===== config.mk =====
export PLATFORM = sky130hd
export DESIGN_NAME = irq_pend_ctrl
export DESIGN_NICKNAME = d
export VERILOG_FILES = /design/src/rtl/irq_pend_ctrl.sv
export SDC_FILE = /design/constraint.sdc
export NUM_CORES = 1
export LEC_CHECK = 0
export BUFFER_PORTS_ARGS = -buffer_cell sky130_fd_sc_hd__buf_2
export CAP_MARGIN = 5
export CORE_UTILIZATION = 55
export CTS_CLUSTER_DIAMETER = 200
export DETAILED_ROUTE_END_ITERATION = 10
export GPL_ROUTABILITY_DRIVEN = 0
export HOLD_SLACK_MARGIN = 0.12
export PLACE_DENSITY_LB_ADDON = 0.15
export SYNTH_ARGS = -nofsm -noshare
export SYNTH_HDL_FRONTEND = slang
export SYNTH_SLANG_ARGS = --single-unit

===== constraint.sdc =====
create_clock -name clk -period 5.05 [get_ports clk]
set_input_delay 1.01 -clock clk [delete_from_list [all_inputs] [get_ports clk]]
set_output_delay 1.01 -clock clk [all_outputs]
set_load 0.005 [all_outputs]

===== src/rtl/irq_pend_ctrl.sv =====
module irq_pend_ctrl #(
  parameter int NLINES  = 8,
  parameter int IDX_W   = 4,
  parameter int CNT_W   = 32,
  parameter int SEL_W   = 3
) (
  input  logic             clk,
  input  logic             rst_n,
  input  logic             tick_en,
  input  logic             post_vld,
  input  logic [IDX_W-1:0] post_idx,
  input  logic             clr_vld,
  input  logic [IDX_W-1:0] clr_idx,
  input  logic             clr_all,
  input  logic             wr_en,
  input  logic [SEL_W-1:0] wr_sel,
  input  logic [CNT_W-1:0] wr_data,
  input  logic [SEL_W-1:0] rd_sel,
  output logic [CNT_W-1:0] rd_data,
  output logic             irq_req,
  output logic             any_pend,
  output logic             idx_err
);
  localparam int LW = $clog2(NLINES);
  localparam logic [SEL_W-1:0] SEL_STAT  = SEL_W'(0);
  localparam logic [SEL_W-1:0] SEL_CMP   = SEL_W'(1);
  localparam logic [SEL_W-1:0] SEL_ROUTE = SEL_W'(2);
  localparam logic [SEL_W-1:0] SEL_PEND  = SEL_W'(3);
  localparam logic [SEL_W-1:0] SEL_CNT   = SEL_W'(4);
  localparam int B_IE = 0, B_EXL = 1, B_ERL = 2, B_MASK = 8;

  logic [CNT_W-1:0]  stat_q, cmp_q, cnt_q;
  logic [LW-1:0]     route_q;
  logic [NLINES-1:0] pend_q, pend_d;
  logic              irq_q, err_q;

  wire post_ok = post_vld && (post_idx < IDX_W'(NLINES));
  wire clr_ok  = clr_vld  && (clr_idx  < IDX_W'(NLINES));
  wire cmp_wr  = wr_en && (wr_sel == SEL_CMP);
  wire tmr_hit = (cnt_q == cmp_q) && (cnt_q != '0);
  wire [NLINES-1:0] mask = stat_q[B_MASK +: NLINES];
  wire gate_ok = stat_q[B_IE] && !stat_q[B_EXL] && !stat_q[B_ERL];

  always_comb begin
    pend_d = pend_q;
    if (wr_en && wr_sel == SEL_PEND) pend_d = wr_data[NLINES-1:0];
    if (cmp_wr)  pend_d[route_q] = 1'b0;
    if (clr_all) pend_d = '0;
    if (clr_ok)  pend_d[clr_idx[LW-1:0]] = 1'b0;
    if (post_ok) pend_d[post_idx[LW-1:0]] = 1'b1;
    if (tmr_hit) pend_d[route_q] = 1'b1;
  end

  always_ff @(posedge clk) begin
    if (!rst_n) begin
      stat_q  <= '0;
      cmp_q   <= '0;
      cnt_q   <= '0;
      route_q <= '0;
      pend_q  <= '0;
      irq_q   <= 1'b0;
      err_q   <= 1'b0;
    end else begin
      pend_q <= pend_d;
      irq_q  <= gate_ok && |(mask & pend_q);
      err_q  <= (post_vld && !post_ok) || (clr_vld && !clr_ok);
      if (wr_en && wr_sel == SEL_STAT)  stat_q  <= wr_data;
      if (cmp_wr)                       cmp_q   <= wr_data;
      if (wr_en && wr_sel == SEL_ROUTE) route_q <= wr_data[LW-1:0];
      if (wr_en && wr_sel == SEL_CNT)   cnt_q   <= wr_data;
      else if (tick_en)                 cnt_q   <= cnt_q + 1'b1;
    end
  end

  always_comb begin
    case (rd_sel)
      SEL_STAT:  rd_data = stat_q;
      SEL_CMP:   rd_data = cmp_q;
      SEL_ROUTE: rd_data = CNT_W'(route_q);
      SEL_PEND:  rd_data = CNT_W'(pend_q);
      SEL_CNT:   rd_data = cnt_q;
      default:   rd_data = '0;
    endcase
  end

  assign irq_req  = irq_q;
  assign any_pend = |pend_q;
  assign idx_err  = err_q;
endmodule


==> results of run 1 <==
-- final timing paths --
check | start | to | slack [ns] | cells after the start
setup / recovery | rd_sel[0] | rd_data[10] | 1.60 | 7
hold / removal | stat_q[6] | stat_q[6] | 0.46 | 2
setup reg to reg | cnt_q[0] | cnt_q[26] | 2.81 | 6
hold reg to reg | stat_q[6] | stat_q[6] | 0.46 | 2
-- cell type report --
type / instances / area [um2] / area share [%]
multi-input cells: 644 / 3680 / 53.5
flip-flops and latches: 109 / 2180 / 31.7
repair buffers: 97 / 510 / 7.42
clock buffers: 10 / 229 / 3.33
well taps: 140 / 175 / 2.55
clock inverters: 6 / 87.6 / 1.27
inverters: 4 / 15.0 / 0.218
-- logic make-up (layout without fill, tap and decap cells) --
kind of cell	after synthesis	in the layout	synth area share (%)
AOI/OAI and AO/OA	184	184	16.1
xor gates and xnor gates	62	62	8.76
adders and majority gates	2	2	0.403
buffers and inverters	75	117	5.71
DFF	109	109	35.2
muxes	46	46	7.43
and+or+nand+nor	350	350	26.5
-- metrics by stage --
step | util, % | area, um2 | setup WS, ns | power (mW) | instances
3_5_place_dp | 60.0 | 6570 | 1.64 | 1.16 | 994
2_1_floorplan | - | 6200 | 1.79 | 1.07 | 828
3_3_place_gp | 60.0 | 6570 | 1.67 | 1.15 | 994
6_report | 62.9 | 6880 | 1.60 | 1.91 | 1010
4_1_cts | 62.9 | 6880 | 1.64 | 1.91 | 1010
5_1_grt | 62.9 | 6880 | 1.49 | 1.97 | 1010
-- critical path: stages --
cell     delay, ns
buf_2         0.11
buf_4         0.20
nor2b_2       0.40
buf_4         0.29
a21oi_1       0.09
nor2_1        0.17
buf_2         0.15
-- per-layer routing --
layer / GRT usage, % / routed length, um
met1: 46.1 / 7940
met3: 7.17 / 2010
met5: 0 / 0
met2: 51.4 / 8590
met4: 13.6 / 669
-- power breakdown --
group | switching [mW] | internal [mW] | total (mW) | leakage (nW)
clock network | 0.329 | 0.434 | 0.763 | 0.145
registers | 0.0384 | 0.883 | 0.921 | 0.884
logic | 0.138 | 0.0822 | 0.220 | 1.73
-- layout by cell type, fill, tap and decap left out, drive strengths merged, types with 15 or more instances in the layout --
| master | synthesis | final |
|---|---|---|
| buf | 24 | 97 |
| xnor2 | 15 | 15 |
| nand2 | 157 | 157 |
| nand4 | 18 | 18 |
| nor2 | 82 | 82 |
| mux2i | 46 | 46 |
| nor4 | 21 | 21 |
| dfxtp | 109 | 109 |
| a21oi | 117 | 117 |
| o21ai | 33 | 33 |
| nor3 | 16 | 16 |
| xor2 | 47 | 47 |
-- flip-flops by register name (all words and copies together), names as in the netlist --
name / count
pend_q: 8
cmp_q: 32
route_q: 3
cnt_q: 32
stat_q: 32
irq_req: 1
idx_err: 1
==> results_dict.tcl, run 1 <==
set metrics [dict create \
    outcome "finished clean" \
    synth_nets 883 \
    syn_inst 828 \
    clk_pin_slew_worst_paths_ns 0.07 \
    numPortBuffers 87 \
    netlist_area_um2 6200 \
    fin_skew_ns 0.00806 \
    insertedDiodeCount 0 \
    postRouteAntennaNets 0 \
    drc 0 \
    ys_seq_area_share_pct 35.2 \
    synth_edf_count 0 \
    finalCritPeriodShare_pct 68.4 \
    routed-via-count 6312 \
    irDropWorstVdd_v 0.000337 \
    powerDensity_nw_per_um2 277 \
    cts_buffers 9 \
    critPathKind "in -> out" \
    cts_buffer_depth 2 \
    drt_iter0_markers 661 \
    worst_ep_required_time_ns 4.04 \
    hold_ws_ns 0.461 \
    grt_usage_pct 33.7 \
    worstPathMaxFanout 13 \
    die_area_um2 11700 \
    overflow 0 \
    cts_hold_buf 0 \
    hold_viol_final 0 \
    start_kind "input port" \
    synth_ff_type "dfxtp_1" \
    worst_slew_pin_slew_ns 0.994 \
    cts_setup_buffers 0 \
    async_reset_ff_share_pct 0 \
    setup_viol 0 \
    layout-drive-gt1-share_pct 14.4 \
    synth_top_area_share_pct 35.2 \
    period_minus_slack_ns 3.45 \
    syn_to_final_growth_pct 11.0 \
    cts.sinks 109 \
    io-pin-count 88 \
    endpoint_kind "primary output" \
    rows 38 \
    timing.setup.tns_ns 0 \
    synth_area_leaders "dfxtp_1 (35%), nand2_1 (9.5%), a21oi_1 (9.4%)" \
    yosysTopAreaCell "dfxtp_1" \
    cts_resized 0 \
    cap_violations 0 \
    cts_tree "done" \
    wl_per_cell_um 19.0 \
    antenna_found_initial 0 \
    initial_utilization_pct 56.7 \
    grt_pass1_wl_mm 30.0 \
    core_region_area_um2 10900 \
    wl_mm 19.2 \
    nets 920 \
    hp-class "reg -> reg" \
    grt_max_degree 65 \
    cts_root_buffer "clkbuf_16" \
    yosysUniqueCellTypes 47 \
    via_per_inst 6.25 \
    dp_hpwl_mm 13.5 \
    synth_seq_cells 109 \
    clk_latency_ns 0.36 \
    max_freq_mhz 289 \
    rsz0062_at_grt "false" \
    critPathArrivalTime_ns 2.44 \
    synth_common_cells "nand2_1 (157), a21oi_1 (117), dfxtp_1 (109)" \
    power.leakage_nw 2.76 \
    die_h_um 108 \
    h-tree-depth 3 \
    relSlewSlack_pct 33.6 \
    n_fill_cell 1019 \
    drv_slew 0 \
    grt_pass1_vias 5668 \
    synthMostInstantiatedCell "nand2_1" \
    yosys_warnings 0 \
    dieWidth_um 108 \
    drt-pass1-iter-count 6 \
    synth_area_per_cell_um2 7.49 \
]
(Power assumes the default switching activity.)
==> inputs of run 2 (changes only) <==
- CORE_UTILIZATION: 55 -> 52
- clock period: 5.05 -> 3 ns (I/O delays scaled with it)
==> run 2 against run 1 <==
- register-to-register slack got worse by 2.2 ns
- highest routed layer unchanged
- die area rose by 5.7%
- the run now ends with DRC left
- hold slack got worse by 0.0012 ns
- power rose by 65%
- critical path depth fell by 1
- clock power rose by 59%
- sequential share of layout area did not move
- setup slack got worse by 1.1 ns
- final cell count rose by 0.20%
- clock skew rose by 0.0017 ns
==> results_dict.tcl, run 2 (same netlist as run 1, synthesis figures left out) <==
set metrics [dict create \
    worst_slew_pin_slew_ns 1.20 \
    cts_buffer_depth 2 \
    routed-via-count 6170 \
    clk_latency_ns 0.36 \
    min_path_cells 2 \
    fin_area_um2 6880 \
    cts_hold_buf 0 \
    grt_max_degree 65 \
    drv_slew 0 \
    nets 919 \
    timing.setup.tns_ns 0 \
    worst_ep_required_time_ns 2.40 \
    drt-pass1-iter-count 8 \
    grt_pass1_wl_mm 30.6 \
    cts.sinks 109 \
    critPathKind "in -> out" \
    finalCritPeriodShare_pct 84.3 \
    largestRegisters "cmp_q x32, cnt_q x32, stat_q x32" \
    cts_resized 0 \
    worst_slack_ns 0.470 \
    syn_to_final_growth_pct 11.0 \
    irDropWorstVdd_v 0.000389 \
    postRouteAntennaNets 0 \
    setup_viol 0 \
    insertedDiodeCount 0 \
    dieWidth_um 111 \
    outcome "finished, violations left" \
    drc 8 \
    fin_skew_ns 0.00977 \
    period_minus_slack_ns 2.53 \
    core_region_area_um2 11500 \
    dpl.cell_count 996 \
    hp-class "reg -> reg" \
    h-tree-depth 3 \
    cts_setup_buffers 0 \
    io-pin-count 88 \
    cts_root_buffer "clkbuf_16" \
    hold_path_end "stat_q[18]" \
    grt_usage_pct 31.6 \
    layout-drive-gt1-share_pct 14.3 \
    final_common_cell "nand2_1" \
    cts_buffers 9 \
    worstHoldStart "stat_q[18]" \
    die_h_um 111 \
    worstReg2RegStart "cnt_q[24]" \
    drt_iter0_markers 564 \
    power.leakage_nw 2.76 \
    max_freq_mhz 395 \
    critPathArrivalTime_ns 1.93 \
    rsz0062_at_grt "false" \
    dp_hpwl_mm 13.2 \
    layout_common_cells "nand2_1 (157), a21oi_1 (117), dfxtp_1 (109)" \
    instances_no_fill 1012 \
    cap_violations 0 \
    die_area_um2 12400 \
    relSlewSlack_pct 19.9 \
    wl_per_cell_um 18.9 \
    start_kind "input port" \
    post-place-ws_ns 0.499 \
    dpl-instance-area_um2 6590 \
    numPortBuffers 87 \
    clk_pin_slew_worst_paths_ns 0.07 \
    hold_viol_final 0 \
    via_per_inst 6.10 \
    wl_mm 19.1 \
    r2r_slack_ns 0.61 \
    antenna_found_initial 0 \
    p_total_mw 3.13 \
    r2r_cells 5 \
    endpoint_kind "primary output" \
    violations "DRC" \
    rows 39 \
    worstPathMaxFanout 21 \
    powerDensity_nw_per_um2 455 \
    overflow 0 \
    initial_utilization_pct 53.8 \
    cts_tree "done" \
    grt_pass1_vias 5705 \
    reg2reg_to "pend_q[7]" \
]
run 2: per-layer routing:
layer  global-route usage [%]  share of wire, %  vias to the layer above
met5                        0                 0                        -
met4                     11.4               2.8                        0
met3                     6.01               8.3                       41
met2                     47.5                44                      293
met1                     44.9                44                     2910
li1                         -                 -                     2926
run 2: how the worst max path moves through the flow:
stage | startpoint | to | slack [ns] | cells after the start
6_report | rd_sel[2] | rd_data[4] | 0.47 | 6
5_1_grt | rd_sel[2] | rd_data[6] | 0.29 | 6
3_5_place_dp | rd_sel[2] | rd_data[4] | 0.50 | 6
3_3_place_gp | rd_sel[2] | rd_data[7] | 0.53 | 6
2_1_floorplan | rd_sel[1] | rd_data[10] | 0.56 | 5
4_1_cts | rd_sel[2] | rd_data[4] | 0.49 | 6
run 2: where the power goes:
group          total (mW)  internal [mW]  switching, mW  leakage [nW]
clock network        1.21          0.669          0.539         0.143
logic               0.379          0.142          0.237          1.73
registers            1.55           1.49         0.0610         0.884
total                3.13           2.30          0.837          2.76
run 2: critical path: stages:
cell,delay [ns]
buf_2,0.35
nor2b_1,0.29
nor2b_1,0.37
nand2_1,0.09
o21ai_0,0.09
buf_2,0.14
run 2: final cells by class:
cell class | count | area [um2]
repair buffers | 96 | 528
multi-input cells | 644 | 3680
clock inverters | 4 | 47.5
clock buffers | 12 | 246
well taps | 143 | 179
flip-flops and latches | 109 | 2180
inverters | 4 | 15.0
fillers | 1063 | 4630
run 2: metrics by stage:
| stage | util [%] | hold slack (ns) |
|---|---|---|
| after CTS | 59.7 | 0.459 |
| after floorplan | - | 0.436 |
| final | 59.8 | 0.459 |
| after global placement | 57.2 | 0.444 |
| after global routing | 59.8 | 0.475 |
| after detailed placement | 57.2 | 0.449 |
